[src/rtl/tmr_pkg.sv]
`timescale 1ns/1ps
package tmr_pkg;
  localparam int ADDR_W = 2;
  localparam int RATE_W = 4;
  localparam int CFG_W  = 8;

  localparam logic [ADDR_W-1:0] ADDR_COUNT  = 2'd0;
  localparam logic [ADDR_W-1:0] ADDR_MODE   = 2'd1;
  localparam logic [ADDR_W-1:0] ADDR_TARGET = 2'd2;

  // mode word bit positions
  localparam int B_WRAP     = 0;
  localparam int B_IRQT     = 1;
  localparam int B_IRQO     = 2;
  localparam int B_REP      = 3;
  localparam int B_RATE_LO  = 4;
  localparam int B_FIRED    = 8;
  localparam int B_WRAPSEEN = 9;
  localparam int B_HIT      = 10;
  localparam int B_OVF      = 11;

  // control -> datapath strobes
  typedef struct packed {
    logic              clearAll;
    logic              wrapAtTarget;
    logic [RATE_W-1:0] rate;
  } ctlStrobe_t;

  // datapath -> control events
  typedef struct packed {
    logic matchEv;
    logic ovfEv;
  } dpEvent_t;
endpackage

[src/rtl/tmr_datapath.sv]
`timescale 1ns/1ps
module tmr_datapath
  import tmr_pkg::*;
#(
  parameter int CNT_W = 16
)
(
  input  logic             clk,
  input  logic             rstN,
  input  ctlStrobe_t       ctl,
  input  logic             cntWr,
  input  logic             tgtWr,
  input  logic [CNT_W-1:0] wrData,
  output logic [CNT_W-1:0] countVal,
  output logic [CNT_W-1:0] targetVal,
  output dpEvent_t         ev
);
  logic [RATE_W-1:0] preCnt;
  logic [RATE_W-1:0] preLast;
  logic              tick;
  logic              live;
  logic              hitTarget;
  logic [CNT_W:0]    incr;

  always_comb begin
    // rate 0 or 1 means no division
    preLast    = (ctl.rate > RATE_W'(1)) ? ctl.rate - RATE_W'(1) : '0;
    tick       = (preCnt == preLast);
    incr       = {1'b0, countVal} + {{CNT_W{1'b0}}, 1'b1};
    hitTarget  = (incr == {1'b0, targetVal});
    live       = tick & ~ctl.clearAll & ~cntWr;
    ev.matchEv = live & hitTarget;
    ev.ovfEv   = live & incr[CNT_W];
  end

  always_ff @(posedge clk) begin
    if (!rstN)                      preCnt <= '0;
    else if (ctl.clearAll || tick)  preCnt <= '0;
    else                            preCnt <= preCnt + RATE_W'(1);
  end

  always_ff @(posedge clk) begin
    if (!rstN)              countVal <= '0;
    else if (ctl.clearAll)  countVal <= '0;
    else if (cntWr)         countVal <= wrData;
    else if (tick) begin
      if (ev.matchEv && ctl.wrapAtTarget) countVal <= '0;
      else                                countVal <= incr[CNT_W-1:0];
    end
  end

  always_ff @(posedge clk) begin
    if (!rstN)      targetVal <= '0;
    else if (tgtWr) targetVal <= wrData;
  end
endmodule

[src/rtl/tmr_control.sv]
`timescale 1ns/1ps
module tmr_control
  import tmr_pkg::*;
#(
  parameter int CNT_W = 16
)
(
  input  logic             clk,
  input  logic             rstN,
  input  logic             modeWr,
  input  logic             modeRd,
  input  logic [CFG_W-1:0] cfgData,
  input  dpEvent_t         ev,
  output ctlStrobe_t       ctl,
  output logic [CNT_W-1:0] modeWord,
  output logic             irq
);
  logic [CFG_W-1:0] cfg;
  logic fired, wrapSeen, tgtHit, ovfHit;
  logic wrapEv, fireReq, fire;

  always_comb begin
    ctl.clearAll     = modeWr;
    ctl.wrapAtTarget = cfg[B_WRAP];
    ctl.rate         = cfg[B_RATE_LO +: RATE_W];
    wrapEv  = (ev.matchEv & cfg[B_WRAP]) | ev.ovfEv;
    fireReq = (ev.matchEv & cfg[B_IRQT]) | (ev.ovfEv & cfg[B_IRQO]);
    fire    = fireReq & (cfg[B_REP] | ~fired);
  end

  always_comb begin
    modeWord             = '0;
    modeWord[CFG_W-1:0]  = cfg;
    modeWord[B_FIRED]    = fired;
    modeWord[B_WRAPSEEN] = wrapSeen;
    modeWord[B_HIT]      = tgtHit;
    modeWord[B_OVF]      = ovfHit;
  end

  always_ff @(posedge clk) begin
    if (!rstN) begin
      cfg      <= '0;
      fired    <= 1'b0;
      wrapSeen <= 1'b0;
      tgtHit   <= 1'b0;
      ovfHit   <= 1'b0;
      irq      <= 1'b0;
    end else begin
      irq <= fire;
      if (modeWr) begin
        cfg      <= cfgData;
        fired    <= 1'b0;
        wrapSeen <= 1'b0;
        tgtHit   <= 1'b0;
        ovfHit   <= 1'b0;
      end else begin
        if (fire)   fired    <= 1'b1;
        if (wrapEv) wrapSeen <= 1'b1;
        tgtHit <= ev.matchEv | (tgtHit & ~modeRd);
        ovfHit <= ev.ovfEv   | (ovfHit & ~modeRd);
      end
    end
  end
endmodule

[src/rtl/ival_timer.sv]
`timescale 1ns/1ps
module ival_timer
  import tmr_pkg::*;
#(
  parameter int CNT_W = 16
)
(
  input  logic              clk,
  input  logic              rstN,
  input  logic              wrEn,
  input  logic              rdEn,
  input  logic [ADDR_W-1:0] addr,
  input  logic [CNT_W-1:0]  wrData,
  output logic [CNT_W-1:0]  rdData,
  output logic              irq
);
  ctlStrobe_t       ctl;
  dpEvent_t         ev;
  logic [CNT_W-1:0] countVal;
  logic [CNT_W-1:0] targetVal;
  logic [CNT_W-1:0] modeWord;
  logic             modeWr, modeRd, cntWr, tgtWr;

  always_comb begin
    modeWr = wrEn && (addr == ADDR_MODE);
    cntWr  = wrEn && (addr == ADDR_COUNT);
    tgtWr  = wrEn && (addr == ADDR_TARGET);
    modeRd = rdEn && (addr == ADDR_MODE);
    case (addr)
      ADDR_COUNT:  rdData = countVal;
      ADDR_MODE:   rdData = modeWord;
      ADDR_TARGET: rdData = targetVal;
      default:     rdData = '0;
    endcase
  end

  tmr_control #(.CNT_W(CNT_W)) u_ctl (
    .clk      (clk),
    .rstN     (rstN),
    .modeWr   (modeWr),
    .modeRd   (modeRd),
    .cfgData  (wrData[CFG_W-1:0]),
    .ev       (ev),
    .ctl      (ctl),
    .modeWord (modeWord),
    .irq      (irq)
  );

  tmr_datapath #(.CNT_W(CNT_W)) u_dp (
    .clk       (clk),
    .rstN      (rstN),
    .ctl       (ctl),
    .cntWr     (cntWr),
    .tgtWr     (tgtWr),
    .wrData    (wrData),
    .countVal  (countVal),
    .targetVal (targetVal),
    .ev        (ev)
  );
endmodule

[config.mk]
export PLATFORM = sky130hd
export DESIGN_NAME = ival_timer
export DESIGN_NICKNAME = d
export VERILOG_FILES = /design/src/rtl/tmr_pkg.sv /design/src/rtl/tmr_datapath.sv /design/src/rtl/tmr_control.sv /design/src/rtl/ival_timer.sv
export SDC_FILE = /design/constraint.sdc
export NUM_CORES = 1
export LEC_CHECK = 0
export BUFFER_PORTS_ARGS = -buffer_cell sky130_fd_sc_hd__buf_2
export CELL_PAD_IN_SITES_DETAIL_PLACEMENT = 1
export CELL_PAD_IN_SITES_GLOBAL_PLACEMENT = 1
export CORE_MARGIN = 8
export CORE_UTILIZATION = 43
export DETAILED_ROUTE_END_ITERATION = 8
export PLACE_DENSITY = 0.79
export SETUP_SLACK_MARGIN = 0.02
export SLEW_MARGIN = 20
export SYNTH_ARGS = -nofsm -noshare
export SYNTH_HDL_FRONTEND = slang
export SYNTH_SLANG_ARGS = --single-unit
[constraint.sdc]
create_clock -name clk -period 3.7 [get_ports clk]
set_clock_uncertainty 0.05 [all_clocks]
set_input_delay 0.555 -clock clk [delete_from_list [all_inputs] [get_ports clk]]
set_output_delay 0.555 -clock clk [all_outputs]
set_load 0.01 [all_outputs]
Yosys cells after proc, flatten, opt, wreduce, memory -nomap -nowiden. Index checks and enable logic that the tools add are counted.

Reductions and logical operators: 10. Order comparisons: 1. Multiplexer cells: 5. Equality and inequality tests: 4. Bitwise gates (word level): 20. Add/sub/neg operators: 3.

Operators by type and width (number): $mux W16 (3); $pmux W16 S3 (1); $add A16 B1 Y17 const B (1); $eq A17 B16 Y1 (1); $and A1 B1 Y1 (10); $logic_and A1 B1 Y1 (5); $not A1 Y1 (5); $or A1 B1 Y1 (5); $add A4 B1 Y4 const B (1); $eq A4 B4 Y1 (1); $gt A4 B1 Y1 const B (1); $mux W4 (1); $reduce_or A2 Y1 (2); $sub A4 B1 Y4 const B (1); $eq A2 B1 Y1 const B (1); $eq A2 B2 Y1 const B (1); $logic_not A2 Y1 (1); $reduce_bool A2 Y1 (1); $logic_or A1 B1 Y1 (1).

Logic and storage cells: 52. Output and inout port bits: 17. Input port bits: 22. Flip-flop bits (word level): 49.

Depth between registers and ports, before layout. Gate-level depths: netlist of the first run.

Depth in word-level cells: 10. Gate-level depth with buffers: 11.

Modules after synthesis. A second synthesis of the first run with hierarchy kept.

Cells, all modules: 406. Area total of the unflattened synthesis: 3559.7 µm².

By module, submodules not included: tmr_datapath (instances 1, seq. area each 720.7 µm², cells an instance 303, area an instance 2548.7 µm²); tmr_control (instances 1, seq. area each 260.2 µm², cells an instance 60, area an instance 595.6 µm²); ival_timer (instances 1, seq. area each 0.0 µm², cells an instance 43, area an instance 415.4 µm²).

Least setup slack after synthesis of the first run. No wires, ideal clock.

Kind: reg2reg. Start point: register u_dp.countVal[1]. End point: register u_dp.countVal[12]. Cell stages (with the launch flop): 12. Setup slack: 565 ps. Data arrival time: 2971 ps. Path buffers: 2. Cell sequence: dfxtp_1 > ha_1 > nand4_1 > or2_0 > buf_2 > o2bb2ai_1 > or4_1 > or4_4 > o211ai_1 > buf_2 > o22ai_1 > a21o_1.

Cells in the longest elaborated chain, start to end: 7.

Ends and longest elaborated chain: from (decl) (line tmr_datapath.sv:14) `output logic [CNT_W-1:0] countVal,`; from (signal assigned) (line tmr_datapath.sv:45) `else if (cntWr) countVal <= wrData;`; from (signal assigned) (line tmr_datapath.sv:48) `else countVal <= incr[CNT_W-1:0];`; $add A16 B1 Y17 (*) (line tmr_datapath.sv:29) `incr = {1'b0, countVal} + {{CNT_W{1'b0}}, 1'b1};`; $eq A17 B16 Y1 (line tmr_datapath.sv:30) `hitTarget = (incr == {1'b0, targetVal});`; $and A1 B1 Y1 (line tmr_datapath.sv:32) `ev.matchEv = live & hitTarget;`; $logic_and A1 B1 Y1 (line tmr_datapath.sv:47) `if (ev.matchEv && ctl.wrapAtTarget) countVal <= '0;`; $mux W16 (*) (line tmr_datapath.sv:47); $mux W16 (*) (line tmr_datapath.sv:46) `else if (tick) begin`; $mux W16 (*) (line tmr_datapath.sv:45).

Mark *: on every way between the ends. The rest lies on a longest branch, timed or not. The select of a mux whose other input is x is not followed. A chain may end at the register's enable or synchronous reset.

Worst setup path after layout of the first run.
Start point: register u_dp.countVal[1]. End point: register u_dp.countVal[9].

The elaborated chain is that of the path after synthesis.

==> impl_metrics.py, run 1 <==
metrics = {
    "timing": {
        "whs_ps": 442,
        "min_period_over_period_pct": 95.0,
        "maxSlewHeadroom_pct": 43.7,
        "tns_ps": 0,
        "rsz0062_at_grt": "false",
        "tightest_slew_ps": 845,
        "period_minus_slack_ps": 3510,
        "final_hold_viol_count": 0,
        "slew_viol_final": 0,
        "clock.fmax_mhz": 285,
        "final-setup-viol-count": 0,
    },
    "yosys": {
        "ys_seq_area_share_pct": 31.3,
        "synthSimpleGateAreaFrac_pct": 24.5,
        "ys.flop_type": "dfxtp_1",
        "ys_warn_count": 0,
        "ys_seq_elements": 49,
        "synth-edff-count": 0,
        "synth_cell_type_count": 55,
        "synth_top_family_by_area": "simple AND/OR/NAND/NOR gates",
        "synthArstFlopShare_pct": 0,
        "netlist_instances": 403,
        "synth.area.top_cells": "dfxtp_1 (31%), nand2_1 (7.9%), mux2i_1 (6.1%)",
        "syn_avg_cell_area_um2": 7.78,
        "synth_top_area_share_pct": 31.3,
        "syn_nets": 429,
        "synth.mux.area_fraction_pct": 6.07,
        "synthXorXnorAreaFrac_pct": 7.98,
        "synth_top_cell_by_area": "dfxtp_1",
        "syn-cell-area_um2": 3140,
        "synth_compound_area_share_pct": 23.6,
        "synthAdderAreaFrac_pct": 1.60,
    },
    "die": {
        "dieArea_um2": 10300,
        "die_w_um": 101,
        "core_area_um2": 7180,
        "die_h_um": 101,
        "rows": 31,
        "ios": 39,
        "start_util_pct": 43.7,
    },
    "hold_path": {
        "hp-class": "register to register",
        "hold_depth": 1,
        "hp-start": "u_dp.preCnt[0]",
        "hold_end": "u_dp.preCnt[0]",
    },
    "finish": {
        "final_common_cell": "nand2_1",
        "drive_gt1_share_pct": 15.6,
        "final_cell_mix": "nand2_1 (66), dfxtp_1 (48), buf_2 (38)",
        "fin_util_pct": 49.6,
        "nFillCells": 903,
        "syn_to_final_growth_pct": 13.4,
        "insertedDiodeCount": 0,
        "finalNetCount": 461,
        "stdcell_count": 534,
    },
    "power": {
        "swShare_pct": 31.1,
        "p_sw_uw": 384,
        "p_leak_nw": 1.38,
        "pwr-share-seq_pct": 47.5,
        "clock_power_share_pct": 31.3,
        "intPower_uw": 853,
        "ir_drop_mv": 0.181,
        "finalPower_mw": 1.24,
        "combPwrFrac_pct": 21.2,
        "power_density_nw_per_um2": 348,
    },
    "worst_setup_path": {
        "worst_setup_path_start_kind": "register",
        "rr_worst_depth": 10,
        "path_buf_inv": 1,
        "crit_chain": "ha_1 -> nand4_1 -> or2_0 -> o2bb2ai_1 -> or4_1 -> or4_4 -> o211a_1 -> buf_4 -> a21oi_1 -> o21ai_1",
        "reg2reg_from": "u_dp.countVal[1]",
        "crit_path_start": "u_dp.countVal[1]",
        "endpoint_kind": "register",
        "reg2reg_slack_ps": 190,
        "critPathKind": "register to register",
        "rr_endpoint": "u_dp.countVal[9]",
        "critPathMaxFanout": 8,
        "cpLargestDelayFamily": "simple AND/OR/NAND/NOR gates",
        "critPathArrivalTime_ps": 3660,
        "crit_required_ps": 3840,
        "cpPeakStageDelay_ps": 580,
        "critPathSlowestCell": "or4_4",
    },
    "clocking": {
        "cts.htree.levels": 2,
        "hold_buffers": 0,
        "insertion_delay_ps": 300,
        "clock_path_buffers": 2,
        "numCtsBuffers": 5,
        "cts-root-buf": "clkbuf_8",
        "clock_sinks": 49,
        "cts_tree": "done",
        "path_clk_slew_ps": 90,
    },
    "route": {
        "drt-total-wl_mm": 10.6,
        "drc_errors": 0,
        "viasPerCell": 5.88,
        "num_vias": 3141,
        "drt_iter0_markers": 176,
        "wl_per_cell_um": 19.9,
        "first_pass_iters": 4,
        "ant_nets": 0,
    },
    "global_route": {
        "grt_pass1_wl_mm": 17.4,
        "gr-total-overflow": 0,
        "grt_max_degree": 31,
        "grt_antenna_before_repair": 0,
        "grt_pass1_vias": 3286,
        "track_usage_pct": 21.7,
    },
    "outcome": {
        "outcome": "finished, final reports clean",
    },
    "place": {
        "gp_congestion": 0.897,
        "port_buffers": 38,
        "dp_cells": 527,
        "hpwlAfterDp_mm": 7.86,
    },
    "run": {
        "drv_cap": 0,
    },
}
power groups by stage:
stage,Sequential (mW),Clock (mW),Combinational (mW)
2_1_floorplan,0.579,0,0.179
3_3_place_gp,0.597,0,0.253
3_5_place_dp,0.599,0,0.260
4_1_cts,0.586,0.396,0.261
5_1_grt,0.592,0.422,0.286
6_report,0.588,0.387,0.263
synthesized netlist by cell type, types with 3 or more instances:
library cell  number
a22oi_1            9
nor2b_1            4
nand2b_1           5
xnor2_1           16
xor2_1            10
ha_1               4
nand4_1            6
inv_1             10
and3_1             9
mux2i_1           19
nor2_1            25
o22ai_1            7
and4_1             4
and2_1             3
a32o_1             3
dfxtp_1           49
clkbuf_1          17
a21o_1             3
o21ai_1           10
nand3_1           18
nor3_1             4
a21oi_1           18
a21boi_0          25
nand2_1           66
o21ai_0           16
buf_2              7
metal layers:
metal / vias up / wire (um) / GRT usage (%)
met2: 84 / 5110 / 36.4
met1: 1556 / 4750 / 27.9
li1: 1489 / - / -
met4: 0 / 165 / 6.41
met5: - / 0 / 0
met3: 12 / 596 / 3.37
sequential cells by signal (all words and copies together), names as in the netlist:
register,cells
u_dp.targetVal,16
u_dp.preCnt,4
u_ctl.tgtHit,1
u_ctl.wrapSeen,1
u_ctl.fired,1
u_dp.countVal,16
u_ctl.cfg,8
u_ctl.ovfHit,1
u_ctl.irq,1
cells by family after synthesis:
| kind of cell | Yosys count |
|---|---|
| multiplexers | 19 |
| buffers and inverters | 39 |
| adder cells (fa/ha/maj) | 4 |
| XOR/XNOR | 27 |
| flip-flops | 49 |
| AND/OR/NAND/NOR | 157 |
| AO/OA/AOI/OAI | 108 |
cell type report:
cell class	count	area, um^2	area share, %
multi-input cells	315	2010	56.4
repair buffers	52	295	8.30
flip-flops and latches	49	982	27.6
clock inverters	2	35.0	0.985
well taps	99	124	3.48
clock buffers	5	68.8	1.93
inverters	12	45.0	1.27
stage by stage:
step / cell area [um^2] / setup WS [ps]
after global routing: 3560 / 64.3
final: 3560 / 186
after floorplan: 3140 / 565
after detailed placement: 3440 / 277
after global placement: 3440 / 388
after CTS: 3550 / 204
how the worst max path moves through the flow:
| stage | end | depth (start not counted) |
|---|---|---|
| 3_3_place_gp | u_dp.countVal[9] | 10 |
| 2_1_floorplan | u_dp.countVal[12] | 11 |
| 3_5_place_dp | u_dp.countVal[9] | 10 |
| 6_report | u_dp.countVal[9] | 10 |
| 4_1_cts | u_dp.countVal[9] | 10 |
| 5_1_grt | u_dp.countVal[9] | 10 |
repair_timing:
item	4_1_cts	5_1_grt
resized for setup	0	2
endpoints found under the setup margin	0	7
setup buffers	0	0
(Power assumes the default switching activity.)
==> inputs of run 2 (changes only) <==
--- a/config.mk
+++ b/config.mk
@@ -15,2 +15,3 @@
 export SETUP_SLACK_MARGIN = 0.02
+export SKIP_CTS_REPAIR_TIMING = 1
 export SLEW_MARGIN = 20
==> constraint.sdc (replaced) <==
create_clock -name clk -period 3.7 [get_ports clk]
set_clock_uncertainty 0.05 [all_clocks]
set_input_delay 0.37 -clock clk [delete_from_list [all_inputs] [get_ports clk]]
set_output_delay 0.37 -clock clk [all_outputs]
set_load 0.01 [all_outputs]
==> impl_metrics.py, run 2 (synthesized netlist as in run 1, its figures left out) <==
metrics = {
    "outcome": {
        "outcome": "finished, final reports clean",
    },
    "place": {
        "gp_congestion": 0.907,
        "port_buffers": 38,
        "hpwlAfterDp_mm": 7.98,
    },
    "timing": {
        "whs_ps": 259,
        "tightest_slew_ps": 818,
        "tns_ps": 0,
        "final-setup-viol-count": 0,
        "slew_viol_final": 0,
        "final_hold_viol_count": 0,
        "rsz0062_at_grt": "false",
        "min_period_over_period_pct": 94.0,
        "maxSlewHeadroom_pct": 45.5,
        "clock.fmax_mhz": 287,
        "period_minus_slack_ps": 3480,
    },
    "die": {
        "die_w_um": 101,
        "rows": 31,
        "dieArea_um2": 10300,
        "die_h_um": 101,
        "ios": 39,
        "start_util_pct": 43.7,
        "core_area_um2": 7180,
    },
    "worst_setup_path": {
        "critPathSlowestCell": "or4_4",
        "rr_worst_depth": 10,
        "crit_path_start": "u_dp.countVal[1]",
        "worst_setup_path_start_kind": "register",
        "cpPeakStageDelay_ps": 580,
        "critPathKind": "register to register",
        "reg2reg_slack_ps": 220,
        "cpLargestDelayFamily": "simple AND/OR/NAND/NOR gates",
        "critPathArrivalTime_ps": 3630,
        "critPathMaxFanout": 8,
        "crit_required_ps": 3850,
        "path_depth": 10,
        "crit_chain": "ha_2 -> nand4_1 -> or2_0 -> o2bb2ai_1 -> or4_1 -> or4_4 -> o211a_1 -> buf_4 -> a22oi_1 -> o21ai_1",
        "rr_endpoint": "u_dp.countVal[9]",
        "reg2reg_from": "u_dp.countVal[1]",
        "path_buf_inv": 1,
        "endpoint_kind": "register",
    },
    "route": {
        "drt-total-wl_mm": 10.8,
        "first_pass_iters": 4,
        "viasPerCell": 5.93,
        "wl_per_cell_um": 20.2,
        "ant_nets": 0,
        "drc_errors": 0,
        "num_vias": 3167,
        "drt_iter0_markers": 155,
    },
    "finish": {
        "final_cell_mix": "nand2_1 (66), dfxtp_1 (48), buf_2 (38)",
        "final_common_cell": "nand2_1",
        "nFillCells": 938,
        "syn_to_final_growth_pct": 14.2,
        "largestRegisters": "u_dp.countVal: 16 flops, u_dp.targetVal: 16 flops, u_ctl.cfg: 8 flops",
        "drive_gt1_share_pct": 15.9,
        "insertedDiodeCount": 0,
        "finalNetCount": 460,
    },
    "global_route": {
        "grt_antenna_before_repair": 0,
        "grt_pass1_wl_mm": 17.4,
        "track_usage_pct": 21.8,
        "gr-total-overflow": 0,
        "grt_max_degree": 31,
        "grt_pass1_vias": 3206,
    },
    "clocking": {
        "numCtsBuffers": 5,
        "insertion_delay_ps": 310,
        "cts.htree.levels": 2,
        "clock_sinks": 49,
        "clock_path_buffers": 2,
        "cts_tree": "done",
        "path_clk_slew_ps": 100,
        "cts-root-buf": "clkbuf_8",
    },
    "power": {
        "intPower_uw": 925,
        "clock_power_share_pct": 35.3,
        "finalPower_mw": 1.32,
        "pwr-share-seq_pct": 44.5,
        "combPwrFrac_pct": 20.2,
        "ir_drop_mv": 0.177,
        "power_density_nw_per_um2": 368,
        "p_sw_uw": 393,
        "p_leak_nw": 1.39,
        "swShare_pct": 29.8,
    },
    "hold_path": {
        "hp-start": "wrData[9]",
        "hp-class": "primary input to register",
        "hold_end": "u_dp.targetVal[9]",
        "hold_depth": 3,
    },
    "run": {
        "drv_cap": 0,
    },
}
[run 2: power groups by stage]
| stage | sequential [mW] | combinational, mW | clock, mW |
|---|---|---|---|
| 4_1_cts | 0.586 | 0.264 | 0.472 |
| 3_3_place_gp | 0.596 | 0.253 | 0 |
| 5_1_grt | 0.592 | 0.288 | 0.492 |
| 6_report | 0.587 | 0.266 | 0.465 |
| 2_1_floorplan | 0.579 | 0.179 | 0 |
| 3_5_place_dp | 0.598 | 0.262 | 0 |
[run 2: worst min-delay path, stage by stage]
cell and delay (ps):
buf_2 100, nand2_1 40, a21boi_0 60
[run 2: how the worst max path moves through the flow]
stage / endpoint / slack [ps]
after floorplan: u_dp.countVal[12] / 560
after global placement: u_dp.countVal[9] / 390
after detailed placement: u_dp.countVal[9] / 200
after CTS: u_dp.countVal[9] / 90
after global routing: u_dp.countVal[9] / 50
final: u_dp.countVal[9] / 220
[run 2: through the flow]
step,instances,util (%),worst slack [ps],cell area (um^2)
6_report,534,49.9,222,3580
3_3_place_gp,526,47.9,387,3440
3_5_place_dp,526,47.9,200,3440
2_1_floorplan,403,-,565,3140
4_1_cts,534,49.7,89.2,3570
5_1_grt,534,49.9,46.5,3580
[run 2: layer usage]
metal  global-route usage, %  share of wire, %  vias up
met3                    3.57               5.5       13
met1                    26.9                44     1578
met2                    37.6                49       86
met4                    7.22               1.7        0
li1                        -                 -     1490
met5                       0                 0        -
[run 2: cell type report]
class	count	area [um^2]	area share [%]
Clock buffer	5	68.8	1.92
Multi-Input combinational cell	315	2010	56.1
Timing Repair Buffer	51	288	8.03
Inverter	12	45.0	1.26
Sequential cell	49	982	27.4
Tap cell	99	124	3.46
Clock inverter	3	65.1	1.82
==> inputs of run 3 (changes only) <==
- ABC_AREA: not set -> 1
- CELL_PAD_IN_SITES_DETAIL_PLACEMENT: 1 -> 0
- CORE_UTILIZATION: 43 -> 40
- PLACE_DENSITY: 0.79 -> 0.78
==> impl_metrics.py, run 3 <==
metrics = {
    "worst_setup_path": {
        "cpPeakStageDelay_ps": 420,
        "reg2reg_slack_ps": 1250,
        "cpMostUsedCell": "nand2_1",
        "rr_worst_depth": 11,
        "endpoint_kind": "register",
        "critPathSlowestCell": "nand2_1",
        "crit_required_ps": 3900,
        "critPathMaxFanout": 16,
        "crit_chain": "inv_1 -> ha_1 -> o21ai_1 -> nand3_1 -> nand2_1 -> nand2_1 -> nor2_2 -> nand2_1 -> nor3_1 -> nand2_1 -> a21oi_1",
        "worst_setup_path_start_kind": "register",
        "critPathKind": "register to register",
        "critPathArrivalTime_ps": 2660,
    },
    "yosys": {
        "synth_top_cell_by_area": "dfxtp_1",
        "synth.area.top_cells": "dfxtp_1 (32%), nand2_1 (17%), inv_1 (9.0%)",
        "synthArstFlopShare_pct": 0,
        "synth_cell_type_count": 28,
        "yosysMostFrequentCell": "nand2_1",
        "syn_avg_cell_area_um2": 6.19,
        "synthAdderAreaFrac_pct": 1.61,
        "synthSimpleGateAreaFrac_pct": 34.7,
        "netlist_instances": 503,
        "synth_top_area_share_pct": 31.5,
        "syn_nets": 529,
        "synthXorXnorAreaFrac_pct": 1.85,
        "ys_seq_elements": 49,
        "synthTopCellsByCount": "nand2_1 (142), inv_1 (75), dfxtp_1 (49)",
        "synth.mux.area_fraction_pct": 0,
        "syn-cell-area_um2": 3110,
        "ys.flop_type": "dfxtp_1",
        "synth_compound_area_share_pct": 18.9,
        "synth_top_family_by_area": "simple AND/OR/NAND/NOR gates",
        "synth-edff-count": 0,
        "ys_warn_count": 0,
        "ys_seq_area_share_pct": 31.5,
    },
    "die": {
        "core_area_um2": 7650,
        "rows": 32,
        "die_h_um": 104,
        "die_w_um": 104,
        "dieArea_um2": 10900,
        "ios": 39,
        "start_util_pct": 40.7,
    },
    "global_route": {
        "grt_antenna_before_repair": 0,
        "grt_pass1_vias": 3149,
        "grt_pass1_wl_mm": 15.9,
        "grt_max_degree": 33,
        "gr-total-overflow": 0,
        "track_usage_pct": 18.1,
    },
    "clocking": {
        "clock_path_buffers": 2,
        "path_clk_slew_ps": 100,
        "clock_sinks": 49,
        "cts_tree": "done",
        "cts.htree.levels": 2,
        "cts-root-buf": "clkbuf_8",
        "numCtsBuffers": 5,
        "insertion_delay_ps": 310,
    },
    "hold_path": {
        "hold_depth": 3,
        "hp-class": "primary input to register",
    },
    "finish": {
        "syn_to_final_growth_pct": 12.5,
        "finalInstanceArea_um2": 3500,
        "insertedDiodeCount": 0,
        "largestRegisters": "u_dp.countVal: 16 flops, u_dp.targetVal: 16 flops, u_ctl.cfg: 8 flops",
        "final_cell_mix": "nand2_1 (142), inv_1 (75), dfxtp_1 (49)",
        "final_common_cell": "nand2_1",
        "drive_gt1_share_pct": 13.2,
        "finalNetCount": 561,
    },
    "timing": {
        "clock.fmax_mhz": 408,
        "maxSlewHeadroom_pct": 49.2,
        "min_period_over_period_pct": 66.3,
        "tightest_slew_ps": 761,
        "final-setup-viol-count": 0,
        "slew_viol_final": 0,
        "tns_ps": 0,
        "rsz0062_at_grt": "false",
        "period_minus_slack_ps": 2450,
        "final_hold_viol_count": 0,
    },
    "place": {
        "dpl_cell_area_um2": 3390,
        "gp_congestion": 0.845,
        "hpwlAfterDp_mm": 6.97,
        "port_buffers": 38,
    },
    "power": {
        "p_sw_uw": 423,
        "pwr-share-seq_pct": 46.0,
        "clock_power_share_pct": 32.3,
        "p_leak_nw": 1.44,
        "ir_drop_mv": 0.155,
        "combPwrFrac_pct": 21.7,
        "intPower_uw": 842,
        "swShare_pct": 33.5,
        "power_density_nw_per_um2": 361,
    },
    "route": {
        "viasPerCell": 5.07,
        "ant_nets": 0,
        "first_pass_iters": 5,
        "drt_iter0_markers": 181,
        "num_vias": 3235,
        "drc_errors": 0,
        "drt-total-wl_mm": 9.60,
        "wl_per_cell_um": 15.0,
    },
    "outcome": {
        "outcome": "finished, final reports clean",
    },
    "run": {
        "drv_cap": 0,
    },
}
## run 3: area by class of cell
cell class,count,area (um^2)
clock buffer,5,68.8
sequential,49,981
inverter,77,289
tap,102,128
timing repair buffer,41,213
fill,850,4150
multi-input combinational,361,1780
clock inverter,3,46.3
## run 3: kinds of logic after synthesis
logic type,after synthesis
simple gates,246
compound gates,106
buf+inv,93
flops,49
xor+xnor,5
fa+ha+maj,4
## run 3: critical path: cells and delay by family, from the launching register on
| kind | cells | cell delay, ps |
|---|---|---|
| AND/OR/NAND/NOR | 7 | 1200 |
| flip-flops | 1 | 380 |
| AO/OA/AOI/OAI | 2 | 420 |
| adder cells (fa/ha/maj) | 1 | 240 |
| buffers and inverters | 1 | 100 |
## run 3: path summary, 6_finish.rpt
path                                startpoint          endpoint
worst max-delay path              u_ctl.cfg[4]  u_dp.countVal[2]
worst min-delay path                 wrData[2]      u_ctl.cfg[2]
worst max register to register    u_ctl.cfg[4]  u_dp.countVal[2]
worst min register to register  u_dp.preCnt[0]    u_dp.preCnt[0]
## run 3: metal layers
metal	track usage [%]	routed length [um]	vias to the layer above
met5	0	0	-
met1	23.7	4630	1461
met2	28.9	4380	76
met4	6.10	150	0
met3	3.47	433	13
li1	-	-	1685
## run 3: power by group through the flow
stage	Combinational, mW	Sequential [mW]	Clock, mW
after floorplan	0.193	0.587	0
after global placement	0.273	0.594	0
final	0.274	0.582	0.409
after global routing	0.314	0.586	0.445
after detailed placement	0.276	0.594	0
after CTS	0.277	0.582	0.423
## run 3: metrics by stage
step | utilization (%) | hold slack, ps | setup slack [ps] | power, mW | std cells
6_report | 45.8 | 289 | 1250 | 1.27 | 638
2_1_floorplan | - | 391 | 1570 | 0.780 | 503
5_1_grt | 45.8 | 269 | 989 | 1.34 | 638
4_1_cts | 45.8 | 282 | 1240 | 1.28 | 638
3_3_place_gp | 44.3 | 419 | 1320 | 0.867 | 630
3_5_place_dp | 44.3 | 422 | 1260 | 0.869 | 630
